==> src/rtl/mac_learn_pkg.sv <==
package mac_learn_pkg;

  localparam int MAC_W   = 48;
  localparam int PORT_W  = 4;
  localparam int TIME_W  = 10;
  localparam int ENTRY_W = 1 + 1 + PORT_W + TIME_W + MAC_W;

  localparam logic [2:0] MINUTES_LO = 3'd1;
  localparam logic [2:0] MINUTES_HI = 3'd6;

  typedef struct packed {
    logic                valid;
    logic                rsvd;
    logic [PORT_W-1:0]   port;
    logic [TIME_W-1:0]   stamp;
    logic [MAC_W-1:0]    mac;
  } entry_t;

  // Age in ticks, modulo the time counter range.
  function automatic logic [TIME_W-1:0] age_of(input logic [TIME_W-1:0] now,
                                               input logic [TIME_W-1:0] stamp);
    return now - stamp;
  endfunction

  // Minutes to ticks, with the minute count clamped to the legal range.
  function automatic logic [TIME_W-1:0] minutes_to_ticks(input logic [2:0] minutes,
                                                         input int unsigned tpm);
    logic [2:0] m;
    m = minutes;
    if (m < MINUTES_LO) m = MINUTES_LO;
    if (m > MINUTES_HI) m = MINUTES_HI;
    return TIME_W'(int'(m) * int'(tpm));
  endfunction

endpackage

==> src/rtl/mac_learn_fifo.sv <==
module mac_learn_fifo #(
  parameter  int DEPTH = 4,
  parameter  int W     = 52,
  localparam int PTR_W = (DEPTH > 1) ? $clog2(DEPTH) : 1,
  localparam int CNT_W = $clog2(DEPTH + 1)
) (
  input  logic         clk,
  input  logic         rst_n,
  input  logic         push_valid,
  input  logic [W-1:0] push_data,
  input  logic         pop,
  output logic [W-1:0] head,
  output logic         empty,
  output logic         full
);

  logic [W-1:0]     mem [DEPTH];
  logic [PTR_W-1:0] rd_ptr, wr_ptr;
  logic [CNT_W-1:0] count;
  logic             push_ok, pop_ok;

  function automatic logic [PTR_W-1:0] ptr_next(input logic [PTR_W-1:0] p);
    return (p == PTR_W'(DEPTH - 1)) ? '0 : p + 1'b1;
  endfunction

  assign empty   = (count == '0);
  assign full    = (count == CNT_W'(DEPTH));
  assign push_ok = push_valid && !full;
  assign pop_ok  = pop && !empty;
  assign head    = mem[rd_ptr];

  always_ff @(posedge clk) begin
    if (push_ok) mem[wr_ptr] <= push_data;
  end

  always_ff @(posedge clk or negedge rst_n) begin
    if (!rst_n) begin
      rd_ptr <= '0;
      wr_ptr <= '0;
      count  <= '0;
    end else begin
      if (push_ok) wr_ptr <= ptr_next(wr_ptr);
      if (pop_ok)  rd_ptr <= ptr_next(rd_ptr);
      case ({push_ok, pop_ok})
        2'b10:   count <= count + 1'b1;
        2'b01:   count <= count - 1'b1;
        default: count <= count;
      endcase
    end
  end

endmodule

==> src/rtl/mac_learn_timebase.sv <==
module mac_learn_timebase
  import mac_learn_pkg::*;
#(
  parameter  int TICK_DIV      = 8,
  parameter  int TICKS_PER_MIN = 16,
  localparam int PW            = (TICK_DIV > 1) ? $clog2(TICK_DIV) : 1
) (
  input  logic              clk,
  input  logic              rst_n,
  input  logic              cfg_we,
  input  logic [2:0]        cfg_minutes,
  output logic [TIME_W-1:0] now,
  output logic [TIME_W-1:0] limit
);

  logic [PW-1:0] presc;
  logic          tick;

  assign tick = (presc == PW'(TICK_DIV - 1));

  always_ff @(posedge clk or negedge rst_n) begin
    if (!rst_n) begin
      presc <= '0;
      now   <= '0;
    end else if (tick) begin
      presc <= '0;
      now   <= now + 1'b1;
    end else begin
      presc <= presc + 1'b1;
    end
  end

  always_ff @(posedge clk or negedge rst_n) begin
    if (!rst_n)      limit <= minutes_to_ticks(MINUTES_LO, TICKS_PER_MIN);
    else if (cfg_we) limit <= minutes_to_ticks(cfg_minutes, TICKS_PER_MIN);
  end

endmodule

==> src/rtl/mac_learn_table.sv <==
module mac_learn_table
  import mac_learn_pkg::*;
#(
  parameter  int NBKT  = 8,
  parameter  int WAYS  = 4,
  localparam int NENT  = NBKT * WAYS,
  localparam int IDX_W = $clog2(NENT),
  localparam int BKT_W = (NBKT > 1) ? $clog2(NBKT) : 1
) (
  input  logic                    clk,
  input  logic                    rst_n,
  input  logic                    we,
  input  logic [IDX_W-1:0]        wr_idx,
  input  entry_t                  wr_data,
  input  logic [IDX_W-1:0]        rd_idx,
  output entry_t                  rd_data,
  input  logic [IDX_W-1:0]        sw_idx,
  output entry_t                  sw_data,
  input  logic [BKT_W-1:0]        bkt_idx,
  output entry_t [WAYS-1:0]       bkt_data
);

  entry_t mem [NENT];

  always_ff @(posedge clk or negedge rst_n) begin
    if (!rst_n) begin
      for (int i = 0; i < NENT; i++) mem[i] <= '0;
    end else if (we) begin
      mem[wr_idx] <= wr_data;
    end
  end

  assign rd_data = mem[rd_idx];
  assign sw_data = mem[sw_idx];

  for (genvar w = 0; w < WAYS; w++) begin : g_way
    assign bkt_data[w] = mem[IDX_W'(int'(bkt_idx) * WAYS + w)];
  end

endmodule

==> src/rtl/mac_learn_ager.sv <==
module mac_learn_ager
  import mac_learn_pkg::*;
#(
  parameter  int HASH_W        = 3,
  parameter  int WAYS          = 4,
  parameter  int FIFO_DEPTH    = 4,
  parameter  int TICK_DIV      = 8,
  parameter  int TICKS_PER_MIN = 16,
  parameter  int DROP_W        = 16,
  localparam int NBKT          = 1 << HASH_W,
  localparam int NENT          = NBKT * WAYS,
  localparam int IDX_W         = $clog2(NENT),
  localparam int WAY_W         = (WAYS > 1) ? $clog2(WAYS) : 1
) (
  input  logic                clk,
  input  logic                rst_n,
  input  logic                obs_valid,
  input  logic [47:0]         obs_mac,
  input  logic [3:0]          obs_port,
  input  logic                cfg_we,
  input  logic [2:0]          cfg_minutes,
  input  logic [IDX_W-1:0]    rd_idx,
  output logic [63:0]         rd_entry,
  output logic [9:0]          cur_time,
  output logic [DROP_W-1:0]   drop_count
);

  typedef enum logic {ST_IDLE, ST_LEARN} state_t;

  // Bucket hash: address bit i folds into hash bit (i mod HASH_W).
  function automatic logic [HASH_W-1:0] bucket_of(input logic [MAC_W-1:0] mac);
    logic [HASH_W-1:0] h;
    h = '0;
    for (int i = 0; i < 24; i++) h[i % HASH_W] ^= mac[i];
    return h;
  endfunction

  state_t               state;
  logic [MAC_W-1:0]     req_mac;
  logic [PORT_W-1:0]    req_port;
  logic [IDX_W-1:0]     sweep_idx;
  logic [TIME_W-1:0]    now, limit;

  logic                 fifo_empty, fifo_full, fifo_pop;
  logic [MAC_W+PORT_W-1:0] fifo_head;

  entry_t               rd_data, sw_data, wr_data;
  entry_t [WAYS-1:0]    bkt_data;
  logic [HASH_W-1:0]    learn_bkt;
  logic                 tbl_we;
  logic [IDX_W-1:0]     tbl_widx;

  // Named internal events, used by the bound checker.
  logic                 st_idle, st_learn, idle_empty;
  logic                 hit_found, free_found;
  logic [WAY_W-1:0]     hit_way, free_way, old_way, sel_way;
  logic                 ev_refresh, ev_migrate, ev_insert, ev_evict, ev_expire;
  logic [WAYS-1:0]      bkt_valid;
  entry_t               sel_entry;

  mac_learn_fifo #(.DEPTH(FIFO_DEPTH), .W(MAC_W + PORT_W)) u_fifo (
    .clk        (clk),
    .rst_n      (rst_n),
    .push_valid (obs_valid),
    .push_data  ({obs_mac, obs_port}),
    .pop        (fifo_pop),
    .head       (fifo_head),
    .empty      (fifo_empty),
    .full       (fifo_full)
  );

  mac_learn_timebase #(.TICK_DIV(TICK_DIV), .TICKS_PER_MIN(TICKS_PER_MIN)) u_time (
    .clk         (clk),
    .rst_n       (rst_n),
    .cfg_we      (cfg_we),
    .cfg_minutes (cfg_minutes),
    .now         (now),
    .limit       (limit)
  );

  mac_learn_table #(.NBKT(NBKT), .WAYS(WAYS)) u_table (
    .clk      (clk),
    .rst_n    (rst_n),
    .we       (tbl_we),
    .wr_idx   (tbl_widx),
    .wr_data  (wr_data),
    .rd_idx   (rd_idx),
    .rd_data  (rd_data),
    .sw_idx   (sweep_idx),
    .sw_data  (sw_data),
    .bkt_idx  (learn_bkt),
    .bkt_data (bkt_data)
  );

  assign st_idle    = (state == ST_IDLE);
  assign st_learn   = (state == ST_LEARN);
  assign idle_empty = st_idle && fifo_empty;
  assign fifo_pop   = st_idle && !fifo_empty;
  assign learn_bkt  = bucket_of(req_mac);

  for (genvar w = 0; w < WAYS; w++) begin : g_valid
    assign bkt_valid[w] = bkt_data[w].valid;
  end

  // Way selection: matching way, else lowest free way, else oldest way.
  always_comb begin
    logic [TIME_W-1:0] old_age;
    hit_found  = 1'b0;
    hit_way    = '0;
    free_found = 1'b0;
    free_way   = '0;
    old_way    = '0;
    old_age    = age_of(now, bkt_data[0].stamp);
    for (int w = 0; w < WAYS; w++) begin
      if (!hit_found && bkt_data[w].valid && bkt_data[w].mac == req_mac) begin
        hit_found = 1'b1;
        hit_way   = WAY_W'(w);
      end
      if (!free_found && !bkt_data[w].valid) begin
        free_found = 1'b1;
        free_way   = WAY_W'(w);
      end
      if (age_of(now, bkt_data[w].stamp) > old_age) begin
        old_age = age_of(now, bkt_data[w].stamp);
        old_way = WAY_W'(w);
      end
    end
    sel_way = hit_found ? hit_way : (free_found ? free_way : old_way);
  end

  assign sel_entry  = bkt_data[sel_way];
  assign ev_refresh = st_learn && hit_found && (sel_entry.port == req_port);
  assign ev_migrate = st_learn && hit_found && (sel_entry.port != req_port);
  assign ev_insert  = st_learn && !hit_found && free_found;
  assign ev_evict   = st_learn && !hit_found && !free_found;
  assign ev_expire  = idle_empty && sw_data.valid && (age_of(now, sw_data.stamp) >= limit);

  // Single table write port: learning owns it in ST_LEARN, the sweep otherwise.
  always_comb begin
    tbl_we   = 1'b0;
    tbl_widx = sweep_idx;
    wr_data  = sw_data;
    if (st_learn) begin
      tbl_we        = 1'b1;
      tbl_widx      = IDX_W'(int'(learn_bkt) * WAYS + int'(sel_way));
      wr_data       = sel_entry;
      wr_data.valid = 1'b1;
      wr_data.port  = req_port;
      wr_data.stamp = now;
      wr_data.mac   = req_mac;
    end else if (ev_expire) begin
      tbl_we        = 1'b1;
      wr_data.valid = 1'b0;
    end
  end

  always_ff @(posedge clk or negedge rst_n) begin
    if (!rst_n) begin
      state     <= ST_IDLE;
      req_mac   <= '0;
      req_port  <= '0;
      sweep_idx <= '0;
    end else begin
      case (state)
        ST_IDLE: begin
          if (!fifo_empty) begin
            {req_mac, req_port} <= fifo_head;
            state               <= ST_LEARN;
          end else begin
            sweep_idx <= (sweep_idx == IDX_W'(NENT - 1)) ? '0 : sweep_idx + 1'b1;
          end
        end
        default: state <= ST_IDLE;
      endcase
    end
  end

  always_ff @(posedge clk or negedge rst_n) begin
    if (!rst_n)                                drop_count <= '0;
    else if (obs_valid && fifo_full && !(&drop_count)) drop_count <= drop_count + 1'b1;
  end

  assign rd_entry = rd_data;
  assign cur_time = now;

endmodule

==> config.mk <==
export PLATFORM = sky130hd
export DESIGN_NAME = mac_learn_ager
export DESIGN_NICKNAME = d
export VERILOG_FILES = /design/src/rtl/mac_learn_pkg.sv /design/src/rtl/mac_learn_fifo.sv /design/src/rtl/mac_learn_timebase.sv /design/src/rtl/mac_learn_table.sv /design/src/rtl/mac_learn_ager.sv
export SDC_FILE = /design/constraint.sdc
export NUM_CORES = 2
export LEC_CHECK = 0
export BUFFER_PORTS_ARGS = -buffer_cell sky130_fd_sc_hd__buf_2
export CORE_UTILIZATION = 45
export CTS_BUF_LIST = sky130_fd_sc_hd__clkbuf_2 sky130_fd_sc_hd__clkbuf_4 sky130_fd_sc_hd__clkbuf_8
export DETAILED_ROUTE_END_ITERATION = 8
export SYNTH_ARGS = -nofsm -noshare
export SYNTH_HDL_FRONTEND = slang
export SYNTH_SLANG_ARGS = --single-unit
==> constraint.sdc <==
create_clock -name clk -period 11.2 [get_ports clk]
set_input_delay 1.68 -clock clk [delete_from_list [all_inputs] [get_ports clk]]
set_output_delay 1.68 -clock clk [all_outputs]
set_load 0.01 [all_outputs]
Word-level counts from Yosys, hierarchy flattened. Memories as Yosys holds them, arrays and structs flattened. A register that Yosys moved wholly into a read port is not among the register bits. Index checks and enable logic that the tools add are counted.

Input port bits: 64. Register bits after elaboration: 2093. Memory bits (writable): 208. Word-level logic and storage cells: 341. Memories kept: 1. Output and inout bits: 90.

Bitwise logic cells: 30. Muxes and demuxes: 62. Reduce and logical (&&, ||, !) cells: 36. Magnitude comparators: 15. Add/sub/neg operators: 17. Eq/ne operators: 11.

Memories: u_fifo.mem (words 4, bits a word 52, read ports 1, clocked after memory_dff 1, wr ports 1, line mac_learn_fifo.sv:17) `logic [W-1:0] mem [DEPTH];`.

Operators with widths (count): $bwmux W2048 (1); $bmux W64 S5 (6); $mux W64 (13); $demux W64 S5 (1); $eq A48 B48 Y1 (4); $bmux W64 S2 (1); $mux W63 (2); $sub A10 B10 Y10 (5); $gt A10 B10 Y1 (3); $ge A5 B6 Y1 const B (4); $xor A1 B1 Y1 (21); $mux W10 (2); $mux W2 (10); $not A5 Y5 (4); $logic_and A1 B1 Y1 (19); $mux W1 (19); $ge A6 B6 Y1 const B (3); $not A5 Y6 (3); $add A16 B1 Y16 const B (1); $reduce_and A16 Y1 (1); $logic_not A1 Y1 (12); $mux W3 (4); $add A10 B1 Y10 const B (1); $add A5 B1 Y5 const B (2); other kinds (20) (29).

Logic depth before layout (Yosys ltp).
Word-level depth: 35. Mapped depth: 61. Gate-level depth less buffers: 48.

Hierarchy. A second synthesis with hierarchy kept.

Cells, all modules: 10013. Area total of the unflattened synthesis: 142025.0 um2.

By module, submodules not included: mac_learn_table (area an instance 123963.9 um2, times used 1, sequential area each 51249.2 um2, cells each 8551); mac_learn_ager (area an instance 9303.9 um2, times used 1, sequential area each 1851.8 um2, cells each 1090); mac_learn_fifo (area an instance 8020.2 um2, times used 1, sequential area each 6421.2 um2, cells each 312); mac_learn_timebase (area an instance 737.0 um2, times used 1, sequential area each 401.6 um2, cells each 60).

Least setup slack after synthesis. No wires, ideal clock.

Kind: reg2reg. From: reg req_mac[18]. To: reg u_table.mem[431] (netlist bit). Buffers on the path: 13. Required time: 11.075 ns. Setup slack: -0.358 ns. Cell stages (with the launch flop): 60. Setup time: 0.125 ns. Period minus slack after synthesis: 11.558 ns. Arrival: 11.433 ns. Path through: dfrtp_1 -> buf_2 -> xnor2_1 -> xnor2_1 -> xor2_1 -> buf_6 -> buf_6 -> buf_6 -> buf_4 -> buf_6 -> buf_2 -> clkbuf_1 -> buf_1 -> mux4_2 -> nand2_1 -> nand2_1 -> inv_1 -> ha_1 -> (+24 left out) -> clkbuf_1 -> nand2_1 -> o21ai_0 -> ha_1 -> a21o_1 -> a21o_1 -> a211oi_1 -> o21ai_0 -> a21oi_1 -> nand3_1 -> o21ai_0 -> a21bo_2 -> o211ai_1 -> buf_2 -> nand4_1 -> nor2_1 -> buf_4 -> mux2_2.

Longest elaborated chain between the ends: 30. Elaborated cells between the ends (all ways): 80. Those cells by class: add/sub (8); order compare (5); eq/ne (4); mux (37); bitwise (7); reduce/logical (19).

RTL lines: from (decl) (line mac_learn_ager.sv:39) `logic [MAC_W-1:0] req_mac;`; from (signal assigned) (line mac_learn_ager.sv:167) `{req_mac, req_port} <= fifo_head;`; parallel branches: the longest is 22 deep, another holds $sub A10 B10 Y10; $add A5 B2 Y5 (*) (line mac_learn_ager.sv:145) `tbl_widx = IDX_W'(int'(learn_bkt) * WAYS + int'(sel_way));`; $mux W5 (*) (line mac_learn_ager.sv:143) `if (st_learn) begin`; $not A5 Y6 (implied by the code) (*) (line mac_learn_table.sv:29) `mem[wr_idx] <= wr_data;`; $ge A6 B6 Y1 (implied by the code) or $lt A6 B1 Y1 (tied branches) (line mac_learn_table.sv:29); $logic_and A1 B1 Y1 (implied by the code) (line mac_learn_table.sv:29); $mux W64 (implied by the code) (line mac_learn_table.sv:29); $demux W64 S5 (*) (line mac_learn_table.sv:29); $bwmux W2048 (*) (line mac_learn_table.sv:29); to (signal, indexed assignment) (line mac_learn_table.sv:29); to (decl) (line mac_learn_table.sv:23) `entry_t mem [NENT];`.

Every way passes the cells marked *. The select of a mux whose other input is x is not followed. A chain may end at the register's enable or synchronous reset.

Final worst setup path.
From: reg req_mac[0]. To: reg u_table.mem[940] (netlist bit).

Longest elaborated chain between the ends: 35. Elaborated cells between the ends (all ways): 85. Those cells by class: add/sub (8); order compare (5); eq/ne (4); mux (37); bitwise (12); reduce/logical (19).

RTL lines (line): parallel branches: the longest is 27 deep, another holds $add A5 B1 Y5; $add A5 B2 Y5 (*) (mac_learn_ager.sv:145); $mux W5 (*) (mac_learn_ager.sv:143); $not A5 Y6 (implied by the code) (*) (mac_learn_table.sv:29); $ge A6 B6 Y1 (implied by the code) or $lt A6 B1 Y1 (tied branches) (mac_learn_table.sv:29); $logic_and A1 B1 Y1 (implied by the code) (mac_learn_table.sv:29); $mux W64 (implied by the code) (mac_learn_table.sv:29); $demux W64 S5 (*) (mac_learn_table.sv:29); $bwmux W2048 (*) (mac_learn_table.sv:29).

Marks and branches as above.

==> out/results.txt <==
Outcome - finished, violations left
Failing checks - design-rule violations, max-capacitance violations, max-slew violations
Predominant post-synthesis flop cell - dfrtp_1
Fin util - 51.0%
Nets@finish - 9,779
CTS clk-pin slew, worst paths - 0.06 ns
Total core area - 309,000 µm²
DR pass1 iterations - 8
Die width - 559 µm
Finished Cell Area - 158,000 µm²
TNS Setup - 0 ns
IO buf count - 153
Clk sinks - 2,353
Mapped Cells - 9,595
Fin crit period - 10.52 ns
Vias per inst - 7.24
1st-iter DRT viols - 13,393
Clock latency on the worst-skew pair - 1.18 ns
I/O pins - 154
Avg Inst Size Synth - 14.6 µm²
Crit path DAT - 11.50 ns
Max_slew headroom - -0.364%
Post-DRT Antenna Nets - 0
DP Wirelength - 358 mm
Most instantiated cells after synthesis - dfrtp_1 (2,144), mux4_2 (1,668), o2bb2ai_1 (995), mux2_2 (993), nand2_1 (802)
All-layer global routing usage - 35.8%
Synth Area in XOR/XNOR - 1.66%
Worst-path fanout max - 12
Crit share post-route - 93.9%
Adder-cell share of the synthesized area - 0.882%
Die area - 313,000 µm²
Clock Skew - 0.100 ns
Clock buffer depth - 4
Synth cell types - 89
H-tree levels - 5
Maxcap violations - 1
Layout cell share with drive strength beyond 1 - 42.3%
Largest net degree at the start of global routing - 167
Placed Area - 148,000 µm²
Most common cell in the netlist - dfrtp_1
Synth Area in Compound Gates - 7.94%
Worst-Margin Slew - 1.49 ns
Mux contribution to synthesized area - 39.5%
First-pass GRT wire length - 805 mm
Wire per inst - 39.9 µm
Final worst slack - 0.682 ns
TritonCTS clock tree - built
Worst path required time - 12.19 ns
Syn Nets - 9,753
Initial antenna violation count - 24
Top area cells in the synthesized netlist - dfrtp_1 (38%), mux4_2 (27%), mux2_2 (8.0%)
Post-Syn Area - 140,000 µm²
Post-synth EDFFs - 208
Core Rows - 204
Root cell of the clock tree - clkbuf_8
CTS buffer count - 413
FFs w/ async S/R, synth - 91.2%
Crit-path slowest cell - mux4_2
Initial Util - 45.2%
WS Path Type - flop to flop
Seq/Total Area, Yosys - 42.9%
Synth-to-layout area growth - 12.8%
Simple-gate area share of the yosys netlist - 3.49%
Synth top area share - 38.4%
Final Hold Viols - 0
Startpoint types - flop
Yosys warns - 0
Slowest stage delay, CP - 0.49 ns
HP Class - flop to flop
DIE HEIGHT - 559 µm
Synthesized flop and latch total - 2,353
Setup WS pre-CTS - 0.0442 ns
Gpl congestion - 0.973
Max Clk Rate - 95.1 MHz
Vias - 101,952
Max-slew violations - 1
Worst path most repeated cell - o21ai_0
CP endpoint kind - flop
Largest family of logic cells by synthesized area - multiplexers
Final setup viols - 0
Vias in the first global route - 102,967
Post-Route WL - 563 mm
Leading area contributor after synthesis - dfrtp_1
GRT overflow - 0
Drc violations - 28
-- cell families after synthesis --
| group | Yosys count |
|---|---|
| simple gates | 1122 |
| buf+inv | 1139 |
| xor+xnor | 255 |
| fa+ha+maj | 95 |
| flops | 2353 |
| compound gates | 1349 |
| mux | 3282 |
-- worst paths after layout --
path | cells after the start | slack (ns) | to | from
worst max-delay path | 53 | 0.68 | u_table.mem[940] | req_mac[0]
worst min-delay path | 0 | 0.37 | u_table.mem[830] | u_table.mem[830]
worst max register to register | 53 | 0.68 | u_table.mem[940] | req_mac[0]
worst min register to register | 0 | 0.37 | u_table.mem[830] | u_table.mem[830]
max in group asynchronous | 3 | 8.12 | u_fifo.rd_ptr[0] | rst_n
min in group asynchronous | 1 | 0.54 | u_time.limit[5] | rst_n
-- state kept, by name, indices dropped and copies added (netlist names) --
register,flops
u_fifo.count,3
u_fifo.wr_ptr,2
u_fifo.mem,208
req_port,4
st_learn,1
drop_count,16
u_time.presc,3
req_mac,48
u_fifo.rd_ptr,2
u_time.now,10
u_time.limit,3
u_table.mem,2048
sweep_idx,5
-- cell usage in the layout, fill, tap and decap left out, types with 16 or more instances in the layout --
cell	netlist	layout
o2bb2ai_1	995	995
nor2_1	103	90
o22ai_1	17	16
a32oi_1	46	45
nand4_1	38	38
clkbuf_8	0	522
buf_4	57	291
mux2i_1	470	470
clkbuf_4	0	101
nand2_1	802	794
clkinv_2	0	64
mux2_2	993	993
a21o_1	18	18
o21ai_0	119	78
nand3_1	21	21
dfrtp_1	2144	2136
inv_1	70	70
bufinv_16	0	20
buf_12	0	235
o21ai_2	0	32
buf_2	200	147
xnor2_1	194	187
mux2_1	149	149
xor2_1	52	50
ha_1	88	88
mux4_2	1668	1668
a21oi_1	49	49
edfxtp_1	208	208
nor4_1	40	39
-- area by class of cell --
class,instances,area (µm²)
fill,25904,151000
multi-input combinational,6103,75200
sequential,2353,59900
clock buffer,623,7940
timing repair buffer,678,7700
tap,4120,5150
clock inverter,125,1300
inverter,72,278
antenna,11,27.5
-- critical path: cells and delay by family (launching register included) --
kind,cells,cell delay [ns]
AO/OA/AOI/OAI,22,3.75
multiplexers,3,1.04
adder cells (fa/ha/maj),4,1.08
flip-flops,1,0.41
AND/OR/NAND/NOR,10,1.29
buffers and inverters,10,1.78
XOR/XNOR,4,0.90
-- stage by stage --
step / std cells / hold slack [ns]
after detailed placement: 13308 / 0.362
after floorplan: 9595 / 0.403
after CTS: 14058 / 0.375
after global routing: 14075 / 0.382
final: 14085 / 0.371
after global placement: 13308 / 0.360
-- repair_timing --
item,4_1_cts,5_1_grt
gates resized for setup,0,7
hold buffers,0,0
cloned,0,0
setup endpoints to repair,4,1225
pin swaps,1,9
buffers inserted,2,16
-- metal layers --
layer,vias up,global-route usage [%],part of all wire (%)
met1,54184,46.8,37
met4,34,20.7,6.9
met2,7617,51.4,43
met3,1725,12.9,13
li1,38392,-,-
met5,-,0.320,0.063
Power is left out: the tool's default activity adds up to more than one toggle a clock period on the data nets, which glitch-free logic cannot reach.
